**config.mk**
```make
export PLATFORM = sky130hd
export DESIGN_NAME = sr_softstart_drive
export DESIGN_NICKNAME = d
export VERILOG_FILES = /design/src/rtl/sr_pkg.sv /design/src/rtl/sr_cycle_counter.sv /design/src/rtl/sr_ramp_channel.sv /design/src/rtl/sr_delay_line.sv /design/src/rtl/sr_softstart_drive.sv
export SDC_FILE = /design/constraint.sdc
export NUM_CORES = 1
export LEC_CHECK = 0
export BUFFER_PORTS_ARGS = -buffer_cell sky130_fd_sc_hd__buf_2
export CORE_MARGIN = 2
export CORE_UTILIZATION = 47
export DETAILED_ROUTE_END_ITERATION = 12
export HOLD_SLACK_MARGIN = 0.15
export PLACE_DENSITY = 0.69
export SYNTH_ARGS = -nofsm -noshare
export SYNTH_HDL_FRONTEND = slang
export SYNTH_SLANG_ARGS = --single-unit
```
**constraint.sdc**
```tcl
create_clock -name clk -period 9.15 [get_ports clk]
set_input_delay 0.4575 -clock clk [delete_from_list [all_inputs] [get_ports clk]]
set_output_delay 0.4575 -clock clk [all_outputs]
set_load 0.01 [all_outputs]
```
**src/rtl/sr_pkg.sv**
```systemverilog
// Shared definitions for the synchronous-rectifier drive.
// Assumes: two drive channels; configuration bits grouped for internal use.
package sr_pkg;

    localparam int SR_NCH = 2;

    // Soft-start configuration as seen by the control logic.
    typedef struct packed {
        logic enable;   // soft start requested
        logic once;     // ramp only until first completion after reset
        logic kill;     // force soft start off
    } ss_cfg_t;

endpackage

```
**src/rtl/sr_cycle_counter.sv**
```systemverilog
// Tick counter inside one switching period.
// Restarts at zero the clock after the period strobe; saturates at its
// maximum if strobes stop arriving. Assumes the strobe is one tick wide.
module sr_cycle_counter #(
    parameter int TW = 10
) (
    input  logic          clk,
    input  logic          rst_n,
    input  logic          cyc_start,
    output logic [TW-1:0] cnt
);

    localparam logic [TW-1:0] CNT_MAX = '1;

    // Count ticks since the last strobe.
    always_ff @(posedge clk) begin
        if (!rst_n)                cnt <= '0;
        else if (cyc_start)        cnt <= '0;
        else if (cnt != CNT_MAX)   cnt <= cnt + 1'b1;
    end

endmodule

```
**src/rtl/sr_ramp_channel.sv**
```systemverilog
// One rectifier drive channel: edge comparison and soft-start ramp.
// The natural window is high from the switch-on tick to the switch-off tick.
// It wraps across the period boundary when switch-off < switch-on. During a
// ramp the output is limited to the first `ramp` ticks of each window. The
// ramp grows by STEP at the end of every complete window and saturates at
// that window's measured length.
// Assumes: en is the raw enable, en_q its registered copy, and start is
// a one-clock pulse issued together with the enable edge.
module sr_ramp_channel #(
    parameter  int TW   = 10,
    parameter  int STEP = 8,
    localparam int RW   = TW + 1
) (
    input  logic          clk,
    input  logic          rst_n,
    input  logic          en,
    input  logic          en_q,
    input  logic          start,
    input  logic [TW-1:0] cnt,
    input  logic [TW-1:0] rise_t,
    input  logic [TW-1:0] fall_t,
    output logic          ss_ok,
    output logic          raw,
    output logic          ramping,
    output logic [RW-1:0] ramp_val
);

    localparam logic [RW:0]   STEP_V  = (RW+1)'(STEP);
    localparam logic [RW-1:0] RUN_MAX = '1;

    logic          win;
    logic          win_q;
    logic          win_begin;
    logic          win_end;
    logic          win_ok;
    logic [RW-1:0] run_q;
    logic [RW-1:0] run_cur;
    logic [RW:0]   ramp_sum;
    logic          gate;

    // Window decode, edge events and ramp gating.
    always_comb begin
        ss_ok     = (fall_t < rise_t);
        if (ss_ok) win = (cnt >= rise_t) || (cnt < fall_t);
        else       win = (cnt >= rise_t) && (cnt < fall_t);
        win_begin = win && !win_q;
        win_end   = win_q && !win;
        run_cur   = win_begin ? '0 : run_q;
        ramp_sum  = {1'b0, ramp_val} + STEP_V;
        gate      = !ramping || (run_cur < ramp_val);
        raw       = win && gate && en_q;
    end

    // Track the window level and the ticks elapsed inside it.
    always_ff @(posedge clk) begin
        if (!rst_n) begin
            win_q <= 1'b0;
            run_q <= '0;
        end else begin
            win_q <= win;
            if (!win)                   run_q <= '0;
            else if (run_cur != RUN_MAX) run_q <= run_cur + 1'b1;
            else                         run_q <= run_cur;
        end
    end

    // Only windows that began while enabled may advance the ramp.
    always_ff @(posedge clk) begin
        if (!rst_n)                      win_ok <= 1'b0;
        else if (!en)                    win_ok <= 1'b0;
        else if (win_begin && en_q)      win_ok <= 1'b1;
    end

    // Ramp accumulator: clear on disable, launch on start, step per window.
    always_ff @(posedge clk) begin
        if (!rst_n) begin
            ramping  <= 1'b0;
            ramp_val <= '0;
        end else if (!en) begin
            ramping  <= 1'b0;
            ramp_val <= '0;
        end else if (start) begin
            ramping  <= 1'b1;
            ramp_val <= '0;
        end else if (ramping && win_end && win_ok) begin
            if (ramp_sum >= {1'b0, run_q}) begin
                ramp_val <= run_q;
                ramping  <= 1'b0;
            end else begin
                ramp_val <= ramp_sum[RW-1:0];
            end
        end
    end

endmodule

```
**src/rtl/sr_delay_line.sv**
```systemverilog
// Programmable tick delay shared by all channels.
// Tap 0 is the input registered once; tap d adds d more ticks. The
// contents are flushed while disabled, and the outputs are gated by the
// raw enable so that a disable takes effect in the same clock.
module sr_delay_line #(
    parameter  int NCH   = 2,
    parameter  int DW    = 6,
    localparam int DEPTH = 1 << DW
) (
    input  logic           clk,
    input  logic           rst_n,
    input  logic           en,
    input  logic [DW-1:0]  dly,
    input  logic [NCH-1:0] din,
    output logic [NCH-1:0] dout
);

    for (genvar c = 0; c < NCH; c++) begin : g_lane
        logic [DEPTH-1:0] sh;

        // Shift the channel's raw drive along the tap chain.
        always_ff @(posedge clk) begin
            if (!rst_n)   sh <= '0;
            else if (!en) sh <= '0;
            else          sh <= {sh[DEPTH-2:0], din[c]};
        end

        // Select the programmed tap and gate it with the enable.
        always_comb dout[c] = en && sh[dly];
    end

endmodule

```
**src/rtl/sr_softstart_drive.sv**
```systemverilog
// Top level: two synchronous-rectifier drive outputs with soft start and
// a common isolation delay. It decides at each enable edge which channels
// ramp, keeps the sticky first-ramp-done flag for once-only mode, and
// routes the channel drives through the delay line.
// Assumes: configuration and edge ticks change only while drv_en is low,
// except that edge ticks may change between windows.
module sr_softstart_drive #(
    parameter int TW   = 10,
    parameter int DW   = 6,
    parameter int STEP = 8
) (
    input  logic          clk,
    input  logic          rst_n,
    input  logic          cyc_start,
    input  logic          drv_en,
    input  logic [TW-1:0] rise_a,
    input  logic [TW-1:0] fall_a,
    input  logic [TW-1:0] rise_b,
    input  logic [TW-1:0] fall_b,
    input  logic          ss_enable,
    input  logic          ss_once,
    input  logic          ss_kill,
    input  logic [DW-1:0] sr_delay,
    output logic          sr_a,
    output logic          sr_b
);

    import sr_pkg::*;

    localparam int NCH = SR_NCH;
    localparam int RW  = TW + 1;

    ss_cfg_t          cfg;
    logic [TW-1:0]    cnt;
    logic [TW-1:0]    rise_arr [NCH];
    logic [TW-1:0]    fall_arr [NCH];
    logic [NCH-1:0]   ss_ok_vec;
    logic [NCH-1:0]   raw_vec;
    logic [NCH-1:0]   ramping_vec;
    logic [NCH-1:0]   launch_vec;
    logic [RW-1:0]    ramp_arr [NCH];
    logic [NCH-1:0]   drive_vec;
    logic             en_q;
    logic             en_rise;
    logic             ramp_allowed;
    logic             launched;
    logic             first_done;

    // Gather configuration and per-channel edge settings.
    always_comb begin
        cfg         = '{enable: ss_enable, once: ss_once, kill: ss_kill};
        rise_arr[0] = rise_a;
        fall_arr[0] = fall_a;
        rise_arr[1] = rise_b;
        fall_arr[1] = fall_b;
    end

    // Decide at the enable edge which channels start a ramp.
    always_comb begin
        en_rise      = drv_en && !en_q;
        ramp_allowed = cfg.enable && !cfg.kill && !(cfg.once && first_done);
        for (int c = 0; c < NCH; c++)
            launch_vec[c] = en_rise && ramp_allowed && ss_ok_vec[c];
    end

    // Registered enable used to qualify the drive.
    always_ff @(posedge clk) begin
        if (!rst_n) en_q <= 1'b0;
        else        en_q <= drv_en;
    end

    // Remember that a ramp was launched in this enable session.
    always_ff @(posedge clk) begin
        if (!rst_n)            launched <= 1'b0;
        else if (!drv_en)      launched <= 1'b0;
        else if (|launch_vec)  launched <= 1'b1;
    end

    // Sticky flag: the first ramp after reset has completed.
    always_ff @(posedge clk) begin
        if (!rst_n)                                      first_done <= 1'b0;
        else if (launched && en_q && !(|ramping_vec))    first_done <= 1'b1;
    end

    sr_cycle_counter #(.TW(TW)) u_cnt (
        .clk       (clk),
        .rst_n     (rst_n),
        .cyc_start (cyc_start),
        .cnt       (cnt)
    );

    for (genvar c = 0; c < NCH; c++) begin : g_ch
        sr_ramp_channel #(.TW(TW), .STEP(STEP)) u_ch (
            .clk      (clk),
            .rst_n    (rst_n),
            .en       (drv_en),
            .en_q     (en_q),
            .start    (launch_vec[c]),
            .cnt      (cnt),
            .rise_t   (rise_arr[c]),
            .fall_t   (fall_arr[c]),
            .ss_ok    (ss_ok_vec[c]),
            .raw      (raw_vec[c]),
            .ramping  (ramping_vec[c]),
            .ramp_val (ramp_arr[c])
        );
    end

    sr_delay_line #(.NCH(NCH), .DW(DW)) u_dly (
        .clk   (clk),
        .rst_n (rst_n),
        .en    (drv_en),
        .dly   (sr_delay),
        .din   (raw_vec),
        .dout  (drive_vec)
    );

    // Drive outputs.
    always_comb begin
        sr_a = drive_vec[0];
        sr_b = drive_vec[1];
    end

endmodule

```
**Yosys cells after proc, flatten, opt, wreduce, memory -nomap -nowiden**

Index checks and enable logic that the tools add are counted.

- Register bits after elaboration: 191
- Latch bits: 0
- Bits in writable memories: 0
- Memory bits (read-only): 0
- Input port bits: 53
- Output and inout bits: 2
- Memories kept: 0

- Add/sub/neg operators: 5
- Multipliers: 0
- Divide/modulo/power cells: 0
- $lt $le $gt $ge: 11
- Equality and inequality tests: 3
- Shift-type cells: 0
- Muxes and demuxes: 18
- Bitwise operators: 2
- Reduce and logical (&&, ||, !) cells: 55

Operator list:

| cell | count |
|---|---|
| 11-bit two-way mux | 6 |
| 10-bit less-than comparator | 4 |
| 1-bit logical AND | 27 |
| 11-bit by 4-bit adder with 12-bit output (second input constant) | 2 |
| 12-bit by 11-bit >= comparator with 1-bit output | 2 |
| 11-bit by 1-bit adder with 11-bit output (second input constant) | 2 |
| 11-bit less-than comparator | 2 |
| 11-bit inequality test (second input constant) | 2 |
| 10-bit >= comparator | 2 |
| 1-bit binary-select mux with 6-bit select | 2 |
| 10-bit by 1-bit adder with 10-bit output (second input constant) | 1 |
| 1-bit logical NOT | 10 |
| 1-bit two-way mux | 10 |
| 10-bit inequality test (second input constant) | 1 |
| 2-bit AND reduction | 5 |
| 2-bit nonzero test | 4 |
| 6-bit by 7-bit less-than comparator with 1-bit output (second input constant) | 1 |
| 2-bit OR reduction | 3 |
| 3-bit OR reduction | 2 |
| 1-bit logical OR | 4 |
| 1-bit inverter | 2 |

**Longest topological paths before layout**

Gate-level depths: netlist (run 1).

- Depth in word-level cells: 9
- Depth in mapped cells: 18
- Depth with buffers taken out: 16

**Hierarchy**

Synthesis (run 1) repeated with hierarchy kept, for this count alone.

- Cell total of the unflattened synthesis: 1,080
- Area total of the unflattened synthesis: 10,324.9 um^2

By module, submodules not included:

| module | instances | cells each | area each (um^2) | seq. area each (um^2) |
|---|---|---|---|---|
| sr_delay_line | 1 | 370 | 4,596.9 | 2,562.5 |
| sr_ramp_channel (g_ch[0].u_ch) | 1 | 324 | 2,598.7 | 500.5 |
| sr_ramp_channel (g_ch[1].u_ch) | 1 | 320 | 2,501.1 | 500.5 |
| sr_cycle_counter | 1 | 53 | 496.7 | 200.2 |
| sr_softstart_drive | 1 | 13 | 131.4 | 60.1 |

**Least setup slack after synthesis (run 1)**

OpenSTA, ideal clock, no wires.

- Path kind: input-to-reg
- Start: input rise_a[4]
- End: register g_ch[0].u_ch.run_q[3]
- Arrival: 3.823 ns
- Required time: 9.029 ns
- Path slack: 5.205 ns
- Stages on the path: 18
- Path through: inv_1 -> ha_1 -> and3_1 -> o311a_1 -> a31oi_2 -> o211ai_1 -> a211oi_4 -> clkbuf_1 -> nor2_1 -> ha_1 -> and3_1 -> and3_1 -> and3_1 -> clkbuf_1 -> nand4_1 -> nand2_1 -> xnor2_1 -> nor2_1

- Cells in the longest elaborated chain, start to end: 7
- Elaborated cells on any way between the ends: 11

Ends and longest elaborated chain:

| what | line | text |
|---|---|---|
| start: declaration | sr_softstart_drive.sv:16 | `input logic [TW-1:0] rise_a,` |
| 10-bit >= comparator | sr_ramp_channel.sv:44, sr_ramp_channel.sv:45 |  |
| 1-bit logical AND or 1-bit logical OR (tied branches) | sr_ramp_channel.sv:45, sr_ramp_channel.sv:44 |  |
| 1-bit two-way mux (*) | sr_ramp_channel.sv:44 | `if (ss_ok) win = (cnt >= rise_t) \|\| (cnt < fall_t);` |
| 1-bit logical AND | sr_ramp_channel.sv:46 | `win_begin = win && !win_q;` |
| 11-bit two-way mux | sr_ramp_channel.sv:48 | `run_cur = win_begin ? '0 : run_q;` |
| 11-bit by 1-bit adder with 11-bit output or 11-bit inequality test (tied branches) | sr_ramp_channel.sv:62 | `else if (run_cur != RUN_MAX) run_q <= run_cur + 1'b1;` |
| 11-bit two-way mux | sr_ramp_channel.sv:62 |  |
| end signal: assignment | sr_ramp_channel.sv:62 |  |
| end signal: assignment | sr_ramp_channel.sv:63 | `else run_q <= run_cur;` |
| end: declaration | sr_ramp_channel.sv:36 | `logic [RW-1:0] run_q;` |

Every way passes the cells marked *; elsewhere a longest branch is shown, timed or not.
A chain may end at the register's enable or synchronous reset.

**Final worst setup path (run 1)**

- Start: register u_cnt.cnt[0]
- End: register g_ch[0].u_ch.run_q[5]

- Cells in the longest elaborated chain, start to end: 7
- Elaborated cells on any way between the ends: 11

Ends and longest elaborated chain:

| what | line | text |
|---|---|---|
| start: declaration | sr_cycle_counter.sv:10 | `output logic [TW-1:0] cnt` |
| start signal: assignment | sr_cycle_counter.sv:19 | `else if (cnt != CNT_MAX) cnt <= cnt + 1'b1;` |
| 10-bit >= comparator or 10-bit less-than comparator (tied branches) | sr_ramp_channel.sv:44, sr_ramp_channel.sv:45 |  |
| 1-bit logical AND or 1-bit logical OR (tied branches) | sr_ramp_channel.sv:45, sr_ramp_channel.sv:44 |  |
| 1-bit two-way mux (*) | sr_ramp_channel.sv:44 |  |
| 1-bit logical AND | sr_ramp_channel.sv:46 |  |
| 11-bit two-way mux | sr_ramp_channel.sv:48 |  |
| 11-bit by 1-bit adder with 11-bit output or 11-bit inequality test (tied branches) | sr_ramp_channel.sv:62 |  |
| 11-bit two-way mux | sr_ramp_channel.sv:62 |  |

Marked as above.

==> summary.md, run 1 <==
| Metric | Value |
|---|---|
| Critical Path Start Type | `flip-flop` |
| Number of global-route vias before repair | `7318` |
| Finish-stage setup viols | `0` |
| Crit path capture type | `flip-flop` |
| Root Driver | `clkbuf_16` |
| Clock transition at path regs | `0.08 ns` |
| Setup slack at placement | `a little under 5 ns` |
| Synthesis Warnings | `0` |
| Share of synthesized cell area in full adder, half adder and majority cells | `0.129` |
| XOR/XNOR Fraction of Synth Area | `0.0237` |
| Skew-Pair Late Insertion Delay | `0.44 ns` |
| Synth unique cells | `60` |
| Largest net degree at the start of global routing | `roughly 130` |
| FMAX | `242 MHz` |
| Slew headroom | `0.277` |
| Post-Route Utilization | `0.529` |
| Clock sinks | `191` |
| Hold buffer count at cts | `0` |
| Post-CTS setup-driven buffer insertion count | `0` |
| Commonest cells after routing, fill and taps aside | `dfxtp_1, and3_1, ha_1, inv_1, nor2_1` |
| PortBufs | `54` |
| CTS buffer count | `17` |
| Post-Synth Simple-Gate Area | `0.193` |
| Final hold vios | `0` |
| Hold Crit Class | `primary input to flip-flop` |
| CTS tree | `yes` |
| Yosys reg bits | `191` |
| Die H | `150 um` |
| Mapped Avg Cell Area | `9.55 um^2` |
| Routed len/inst | `14.9 um` |
| Maximum clock insertion buffer count | `2` |
| CP Max Fanout | `17` |
| DR vias | `7544` |
| Slew Viols, Final | `0` |
| First-pass GRT wire length | `34600 um` |
| Boundary Pins | `55` |
| Final Power | `roughly 0.0017 W` |
| Global-route usage over all layers | `0.189` |
| Arr. time, crit path | `between 4 and 5 ns` |
| Most common cell after layout, fill and taps aside | `dfxtp_1` |
| Antenna violations before repair | `0` |
| Mapped cell area | `10000 um^2` |
| Hold Startpoint | `ss_once` |
| Synth-to-layout area growth | `10.9%` |
| Post-synthesis compound-gate area fraction | `0.107` |
| Setup crit start | `u_cnt.cnt[0]$_SDFFE_PP0P_` |
| Most used cell, CP | `and3_1` |
| Leak | `slightly above 5 nW` |
| Fraction of synthesized area in multiplexers | `0.112` |
| R2r startpoint | `u_cnt.cnt[0]$_SDFFE_PP0P_` |
| Fin crit period | `4.14 ns` |
| Post-synth EDFFs | `0` |
| Fin crit share | `0.452` |
| Crit-path max cell delay | `0.68 ns` |
| Fillers | `1873` |
| Die W | `150 um` |
| RSZ-0062 raised after global routing | `false` |
| Outcome | `complete, no violations` |
| PostCTS Resize Cnt | `0` |
| Final GP Congestion | `about 0.85` |
| Grt ovf | `0` |
| Share of layout cells above drive strength 1 | `0.132` |
| Post-route setup TNS | `0 ns` |
| Crit-path cells | `inv_1, ha_1, nand2b_1, a211oi_1, o31ai_1, o211ai_1, a211oi_4, nor2_1, ha_1, and3_1, and3_1, and3_1, nand4_1, nand2_1, xnor2_1, nor2_1` |
| Syn nets | `1203` |
| Ant diodes | `0` |
| Nets | `approximately 1.2k` |
| Initial drt markers | `420` |
| Peak VDD IR | `120 uV` |
| Slew @ Worst Pin | `1.08 ns` |
| Max Cap Viol | `0` |
| Residual DRC | `0` |
| Register area share after synthesis | `0.383` |
| Crit-path slowest cell | `a211oi_4` |
| Cell Pwr Density | `157 nW/um^2` |
| Final WL | `roughly 20000 um` |
| Die area | `22500 um^2` |
| Row cnt | `53` |
| Drt first pass iters | `5` |
| Clock skew | `roughly 0.012 ns` |
| Top FF cell, synth | `dfxtp_1` |
| CORE AREA | `21000 um^2` |
| Async set or reset register ratio after synthesis | `0` |
| WS Path Type | `flip-flop to flip-flop` |
| CTS H-Tree Depth | `4` |
| Critical Path RT | `9.46 ns` |
| Starting density of the core | `0.477` |
| Post-Synthesis Cells | `1047` |
| Vias per inst | `around 5.5` |
| Post-route ant nets | `0` |
| Post-DP HPWL | `14100 um` |
| Worst Slack Setup Final | `5.01 ns` |
| Main combinational cell family by area after synthesis | `simple AND/OR/NAND/NOR gates` |
-- through the flow --
step	cell area [um^2]	instances	hold WS [ns]
global placement	10400	1329	0.449
detailed placement	10400	1329	0.453
finish	11100	1361	0.436
floorplan	10000	1047	0.429
CTS	11100	1361	0.419
global route	11100	1361	0.431
-- metal layers --
metal,global-route usage,up-vias,wire [um]
met3,0.0284,25,555
met2,0.311,110,9430
met4,0.0665,0,365
met5,0,-,0
met1,0.254,3566,9870
li1,-,3843,-
-- where the power goes --
group	internal [W]	switching [W]
registers	0.000834	0.00000557
clock network	0.000391	0.000399
logic	0.0000412	0.0000668
-- worst paths after layout --
check,cells past startpoint,end,slack (ns)
hold / removal,4,launched$_SDFFE_PN0P_,0.44
hold reg to reg,2,g_ch[0].u_ch.ramp_val[0]$_SDFFE_PP0P_,0.46
setup reg to reg,16,g_ch[0].u_ch.run_q[5]$_SDFF_PN0_,5.01
setup / recovery,16,g_ch[0].u_ch.run_q[5]$_SDFF_PN0_,5.01
-- Yosys cell counts, types with 3 or more instances --
master / instances / share of area
dfxtp_1: 191 / 0.38
and3_1: 140 / 0.088
ha_1: 103 / 0.13
inv_1: 87 / 0.033
nor2_1: 82 / 0.031
a21oi_1: 66 / 0.033
nand2_1: 53 / 0.020
mux4_2: 42 / 0.095
clkbuf_1: 40 / 0.015
o21ai_0: 23 / 0.012
xnor2_1: 20 / 0.018
nand3_1: 18 / 0.0090
a211oi_1: 15 / 0.011
nor3_1: 15 / 0.0075
nand4_1: 14 / 0.0088
a21o_1: 13 / 0.0098
nand2b_1: 13 / 0.0081
mux2i_1: 12 / 0.012
o211ai_1: 8 / 0.0060
xor2_1: 7 / 0.0061
a211o_1: 6 / 0.0053
nor4_1: 6 / 0.0038
a22oi_1: 5 / 0.0038
and2_1: 5 / 0.0031
buf_1: 5 / 0.0019
a41oi_1: 4 / 0.0035
mux2_2: 4 / 0.0045
a31oi_1: 3 / 0.0019
buf_4: 3 / 0.0023
nand3b_1: 3 / 0.0023
nor3b_1: 3 / 0.0023
o21a_1: 3 / 0.0023
o21ai_1: 3 / 0.0015
or3_1: 3 / 0.0019
-- kinds of logic (layout without fill, tap and decap cells) --
| logic type | Yosys count | after routing |
|---|---|---|
| multiplexers | 59 | 59 |
| AO/OA/AOI/OAI | 166 | 166 |
| XOR/XNOR | 27 | 27 |
| AND/OR/NAND/NOR | 364 | 364 |
| buffers and inverters | 137 | 176 |
| adder cells (fa/ha/maj) | 103 | 103 |
| flip-flops | 191 | 191 |
-- registers in the layout (all words and copies together), names as in the netlist --
| name | cells |
|---|---|
| g_ch.u_ch.ramping | 2 |
| u_cnt.cnt | 10 |
| g_ch.u_ch.run_q | 22 |
| g_ch.u_ch.win_ok | 2 |
| g_ch.u_ch.win_q | 2 |
| launched | 1 |
| en_q | 1 |
| u_dly.g_lane.sh | 128 |
| first_done | 1 |
| g_ch.u_ch.ramp_val | 22 |
-- worst max-delay path, delay by kind of cell, from the launching register on --
kind / cells / cell delay [ns]
AO/OA/AOI/OAI: 4 / 1.37
XOR/XNOR: 1 / 0.16
adder cells (fa/ha/maj): 2 / 0.55
buffers and inverters: 1 / 0.11
flip-flops: 1 / 0.46
AND/OR/NAND/NOR: 8 / 1.37
-- layout make-up --
type / instances / area (um^2) / area share
clock buffers: 17 / 425 / 0.0384
repair buffers: 57 / 293 / 0.0264
flip-flops and latches: 191 / 3820 / 0.345
well taps: 275 / 344 / 0.0310
multi-input cells: 719 / 5640 / 0.509
inverters: 87 / 327 / 0.0295
clock inverters: 15 / 228 / 0.0205
(Power assumes the default switching activity.)
==> inputs of run 2 (changes only) <==
--- a/config.mk
+++ b/config.mk
@@ -5,12 +5,13 @@
 export SDC_FILE = /design/constraint.sdc
 export NUM_CORES = 1
 export LEC_CHECK = 0
+export ABC_AREA = 1
 export BUFFER_PORTS_ARGS = -buffer_cell sky130_fd_sc_hd__buf_2
 export CORE_MARGIN = 2
 export CORE_UTILIZATION = 47
 export DETAILED_ROUTE_END_ITERATION = 12
 export HOLD_SLACK_MARGIN = 0.15
-export PLACE_DENSITY = 0.69
+export PLACE_DENSITY = 0.71
 export SYNTH_ARGS = -nofsm -noshare
 export SYNTH_HDL_FRONTEND = slang
 export SYNTH_SLANG_ARGS = --single-unit
==> constraint.sdc (replaced) <==
create_clock -name clk -period 3.4 [get_ports clk]
set_input_delay 0.17 -clock clk [delete_from_list [all_inputs] [get_ports clk]]
set_output_delay 0.17 -clock clk [all_outputs]
set_load 0.01 [all_outputs]
==> run 2 against run 1 <==
Synthesized cell count rose by 41%; largest cell class unchanged; non-clock buffer count rose by 11; critical path type unchanged; clock power rose to 2.6 times the previous value; combinational power rose to 3.6 times the previous value; sequential cell count did not move; count of clock-buffer cells in the layout did not move; via count rose by 19%; highest routed layer unchanged; worst hold slack got worse by 0.15 ns.
==> summary.md, run 2 <==
| Metric | Value |
|---|---|
| Top area cells in the synthesized netlist | `dfxtp_1, ha_1, inv_1` |
| Crit-path slowest cell | `dfxtp_1` |
| Fin crit share | `0.907 (+0.454)` |
| XOR/XNOR Fraction of Synth Area | `0.0199 (-0.00381)` |
| Final hold vios | `0 (unchanged)` |
| Clock sinks | `191 (unchanged)` |
| Post-synth EDFFs | `0 (unchanged)` |
| Reg2reg setup slack | `0.32 ns (-4.69 ns)` |
| Worst Slack Setup Final | `0.317 ns (-4.69 ns)` |
| Post-route setup TNS | `0 ns (unchanged)` |
| Yosys reg bits | `191 (unchanged)` |
| Fin crit period | `3.08 ns (-1.06 ns)` |
| Top FF cell, synth | `dfxtp_1` |
| Async set or reset register ratio after synthesis | `0 (unchanged)` |
| CP Buf/Inv Count | `3 (+2)` |
| Largest registers | `u_dly.g_lane.sh (128), g_ch.u_ch.ramp_val (22), g_ch.u_ch.run_q (22)` |
| Starting density of the core | `0.482 (+0.00521)` |
| Mapped Avg Cell Area | `7.18 um^2 (-25%)` |
| Post-Synthesis Cells | `1474 (+41%)` |
| Final GP Congestion | `0.861 (+1.5%)` |
| Clock transition at path regs | `0.08 ns (about the same)` |
| Post-synthesis compound-gate area fraction | `0.155 (+0.0481)` |
| WS Path Type | `flip-flop to flip-flop` |
| Number of global-route vias before repair | `8610 (+18%)` |
| Synthesis Warnings | `0 (unchanged)` |
| Residual DRC | `0 (unchanged)` |
| Antenna violations before repair | `0 (unchanged)` |
| Post-route ant nets | `0 (unchanged)` |
| Die W | `154 um (+2.8%)` |
| Main combinational cell family by area after synthesis | `simple AND/OR/NAND/NOR gates` |
| Yosys top cell by area | `dfxtp_1` |
| Die area | `23700 um^2 (+5.8%)` |
| Row cnt | `54 (+1.9%)` |
| Post-Synth Simple-Gate Area | `0.215 (+0.0224)` |
| Setup crit start | `u_cnt.cnt[9]$_SDFFE_PP0P_` |
| Global-route usage over all layers | `0.201 (+0.0122)` |
| Mapped cell area | `10600 um^2 (+5.9%)` |
| Slew Viols, Final | `0 (unchanged)` |
| CTS H-Tree Depth | `4 (unchanged)` |
| Cell Pwr Density | `401 nW/um^2 (+160%)` |
| Final WL | `23200 um (+15%)` |
| First-pass GRT wire length | `39600 um (+14%)` |
| Slew @ Worst Pin | `0.730 ns (-0.348 ns)` |
| Ant diodes | `0 (unchanged)` |
| Critical Path Start Type | `flip-flop` |
| Commonest cells after routing, fill and taps aside | `inv_1, nor2_1, dfxtp_1, nand2_1, a21oi_1` |
| DR vias | `8979 (+19%)` |
| PortBufs | `54 (unchanged)` |
| Worst setup path endpoint | `g_ch[0].u_ch.run_q[1]$_SDFF_PN0_` |
| Critical Path RT | `3.78 ns (-5.68 ns)` |
| Hold Crit Class | `primary input to flip-flop` |
| Root Driver | `clkbuf_16` |
| Arr. time, crit path | `3.46 ns (-0.99 ns)` |
| Crit path capture type | `flip-flop` |
| Grt ovf | `0 (unchanged)` |
| Post-DP HPWL | `17000 um (+20%)` |
| Synth-to-layout area growth | `11.0%` |
| RSZ-0062 raised after global routing | `false` |
| Finish-stage setup viols | `0 (unchanged)` |
| Register area share after synthesis | `0.361 (-0.0214)` |
| CTS buffer count | `17 (unchanged)` |
| Maximum clock insertion buffer count | `2 (unchanged)` |
| Share of synthesized cell area in full adder, half adder and majority cells | `0.122 (-0.00722)` |
| Outcome | `complete, no violations` |
| CP Max Fanout | `14 (-3)` |
| CTS tree | `yes` |
| Fraction of synthesized area in multiplexers | `0 (-0.112)` |
| Critical path's top delay family | `simple AND/OR/NAND/NOR gates` |
| Crit-path max cell delay | `0.48 ns (-0.20 ns)` |
| Skew-Pair Late Insertion Delay | `0.44 ns (about the same)` |
| Slew headroom | `0.513 (+0.237)` |
| Vias per inst | `4.96 (-11%)` |
| Leak | `5.19 nW (+3.0%)` |
| Boundary Pins | `55 (unchanged)` |
| Register with the most flip-flops | `u_dly.g_lane.sh` |
| Crit-path cells | `ha_1, a21o_1, nor2_1, nand3_1, inv_1, nand2_2, nand3_4, inv_4, nor2_1, ha_1, nand2_1, nand3b_2, nor2_2, nand3_4, inv_2, nand2_1, a21oi_2` |
| Die H | `154 um (+2.8%)` |
| Clock skew | `0.0146 ns (+0.00228 ns)` |
| Worst R2R End | `g_ch[0].u_ch.run_q[1]$_SDFF_PN0_` |
| Largest net degree at the start of global routing | `72 (-46%)` |
| Nets | `1675 (+36%)` |
| CORE AREA | `22000 um^2 (+4.8%)` |
| Initial drt markers | `523 (+25%)` |
| Drt first pass iters | `5 (unchanged)` |
| Share of layout cells above drive strength 1 | `0.107 (-0.0246)` |
| Synth unique cells | `47 (-22%)` |
| Synth top cells by count | `inv_1, nor2_1, dfxtp_1, nand2_1, a21oi_1` |
| Peak VDD IR | `289 uV (+140%)` |
| Routed len/inst | `12.8 um (-14%)` |
| R2R depth | `17 (+1)` |
| Top-count cell post-synth | `inv_1` |
| Synth top area share | `0.361 (-0.0214)` |
| Setup slack at placement | `0.310 ns (-4.50 ns)` |
| Most common cell after layout, fill and taps aside | `inv_1` |
| Max Cap Viol | `0 (unchanged)` |
| Largest register FFs | `128 (unchanged)` |
| Syn nets | `1630 (+35%)` |
| R2r startpoint | `u_cnt.cnt[9]$_SDFFE_PP0P_` |
| FMAX | `324 MHz (+34%)` |
| Worst path depth | `17 (+1)` |
-- run 2: kinds of logic after synthesis --
family,count (synthesis)
AND/OR/NAND/NOR,499
buffers and inverters,348
AO/OA/AOI/OAI,309
flip-flops,191
adder cells (fa/ha/maj),103
XOR/XNOR,24
-- run 2: worst min-delay path by stage --
| stage | cells past startpoint | startpoint | slack [ns] | endpoint |
|---|---|---|---|---|
| CTS | 6 | ss_kill | 0.28 | g_ch[1].u_ch.ramping$_SDFFE_PN0P_ |
| detailed placement | 2 | u_dly.g_lane[0].sh[10]$_SDFF_PN0_ | 0.42 | u_dly.g_lane[0].sh[11]$_SDFF_PN0_ |
| finish | 6 | ss_kill | 0.29 | g_ch[1].u_ch.ramping$_SDFFE_PN0P_ |
| global placement | 2 | u_dly.g_lane[1].sh[10]$_SDFF_PN0_ | 0.41 | u_dly.g_lane[1].sh[11]$_SDFF_PN0_ |
| floorplan | 2 | rst_n | 0.34 | first_done$_SDFFE_PN0P_ |
| global route | 6 | ss_kill | 0.36 | g_ch[0].u_ch.ramping$_SDFFE_PN0P_ |
-- run 2: tightest hold or removal path: stages --
cell     delay, ns
buf_2         0.07
nor2_1        0.03
nand4_1       0.13
nor2_1        0.11
a21oi_1       0.12
nor2_1        0.05
-- run 2: layout make-up --
type,count,area [um^2]
Timing Repair Buffer,68,380
Clock buffer,17,425
Inverter,306,1150
Clock inverter,15,191
Fill cell,2103,10200
Tap cell,280,350
Multi-Input combinational cell,935,5430
Sequential cell,191,3820
-- run 2: power by group --
| part | leakage (nW) | switching [W] | internal [W] |
|---|---|---|---|
| combinational | 3.35 | 0.000260 | 0.000132 |
| sequential | 1.54 | 0.0000118 | 0.00225 |
| clock | 0.297 | 0.000994 | 0.00106 |
| total | 5.19 | 0.00127 | 0.00344 |
-- run 2: per-stage QoR --
step	instances	util	hold slack, ns	total power, W	instance area [um^2]
floorplan	1474	-	0.343	0.00257	10600
global placement	1774	0.505	0.408	0.00268	11100
detailed placement	1774	0.505	0.415	0.00269	11100
CTS	1808	0.534	0.282	0.00474	11700
global route	1812	0.535	0.355	0.00490	11800
finish	1812	0.535	0.290	0.00471	11800
-- run 2: repair_timing --
action                     4_1_cts  5_1_grt
hold endpoints to repair         5        0
hold buffers                     2        0
setup endpoints to repair        0        3
setup buffers                    0        4
gates resized for setup          0        1
-- run 2: per-layer routing --
| metal | track usage | vias up | share of wire |
|---|---|---|---|
| met3 | 0.0400 | 20 | 0.028 |
| met4 | 0.0534 | 0 | 0.015 |
| met1 | 0.252 | 4058 | 0.47 |
| met2 | 0.354 | 121 | 0.49 |
| met5 | 0 | - | 0 |
| li1 | - | 4780 | - |
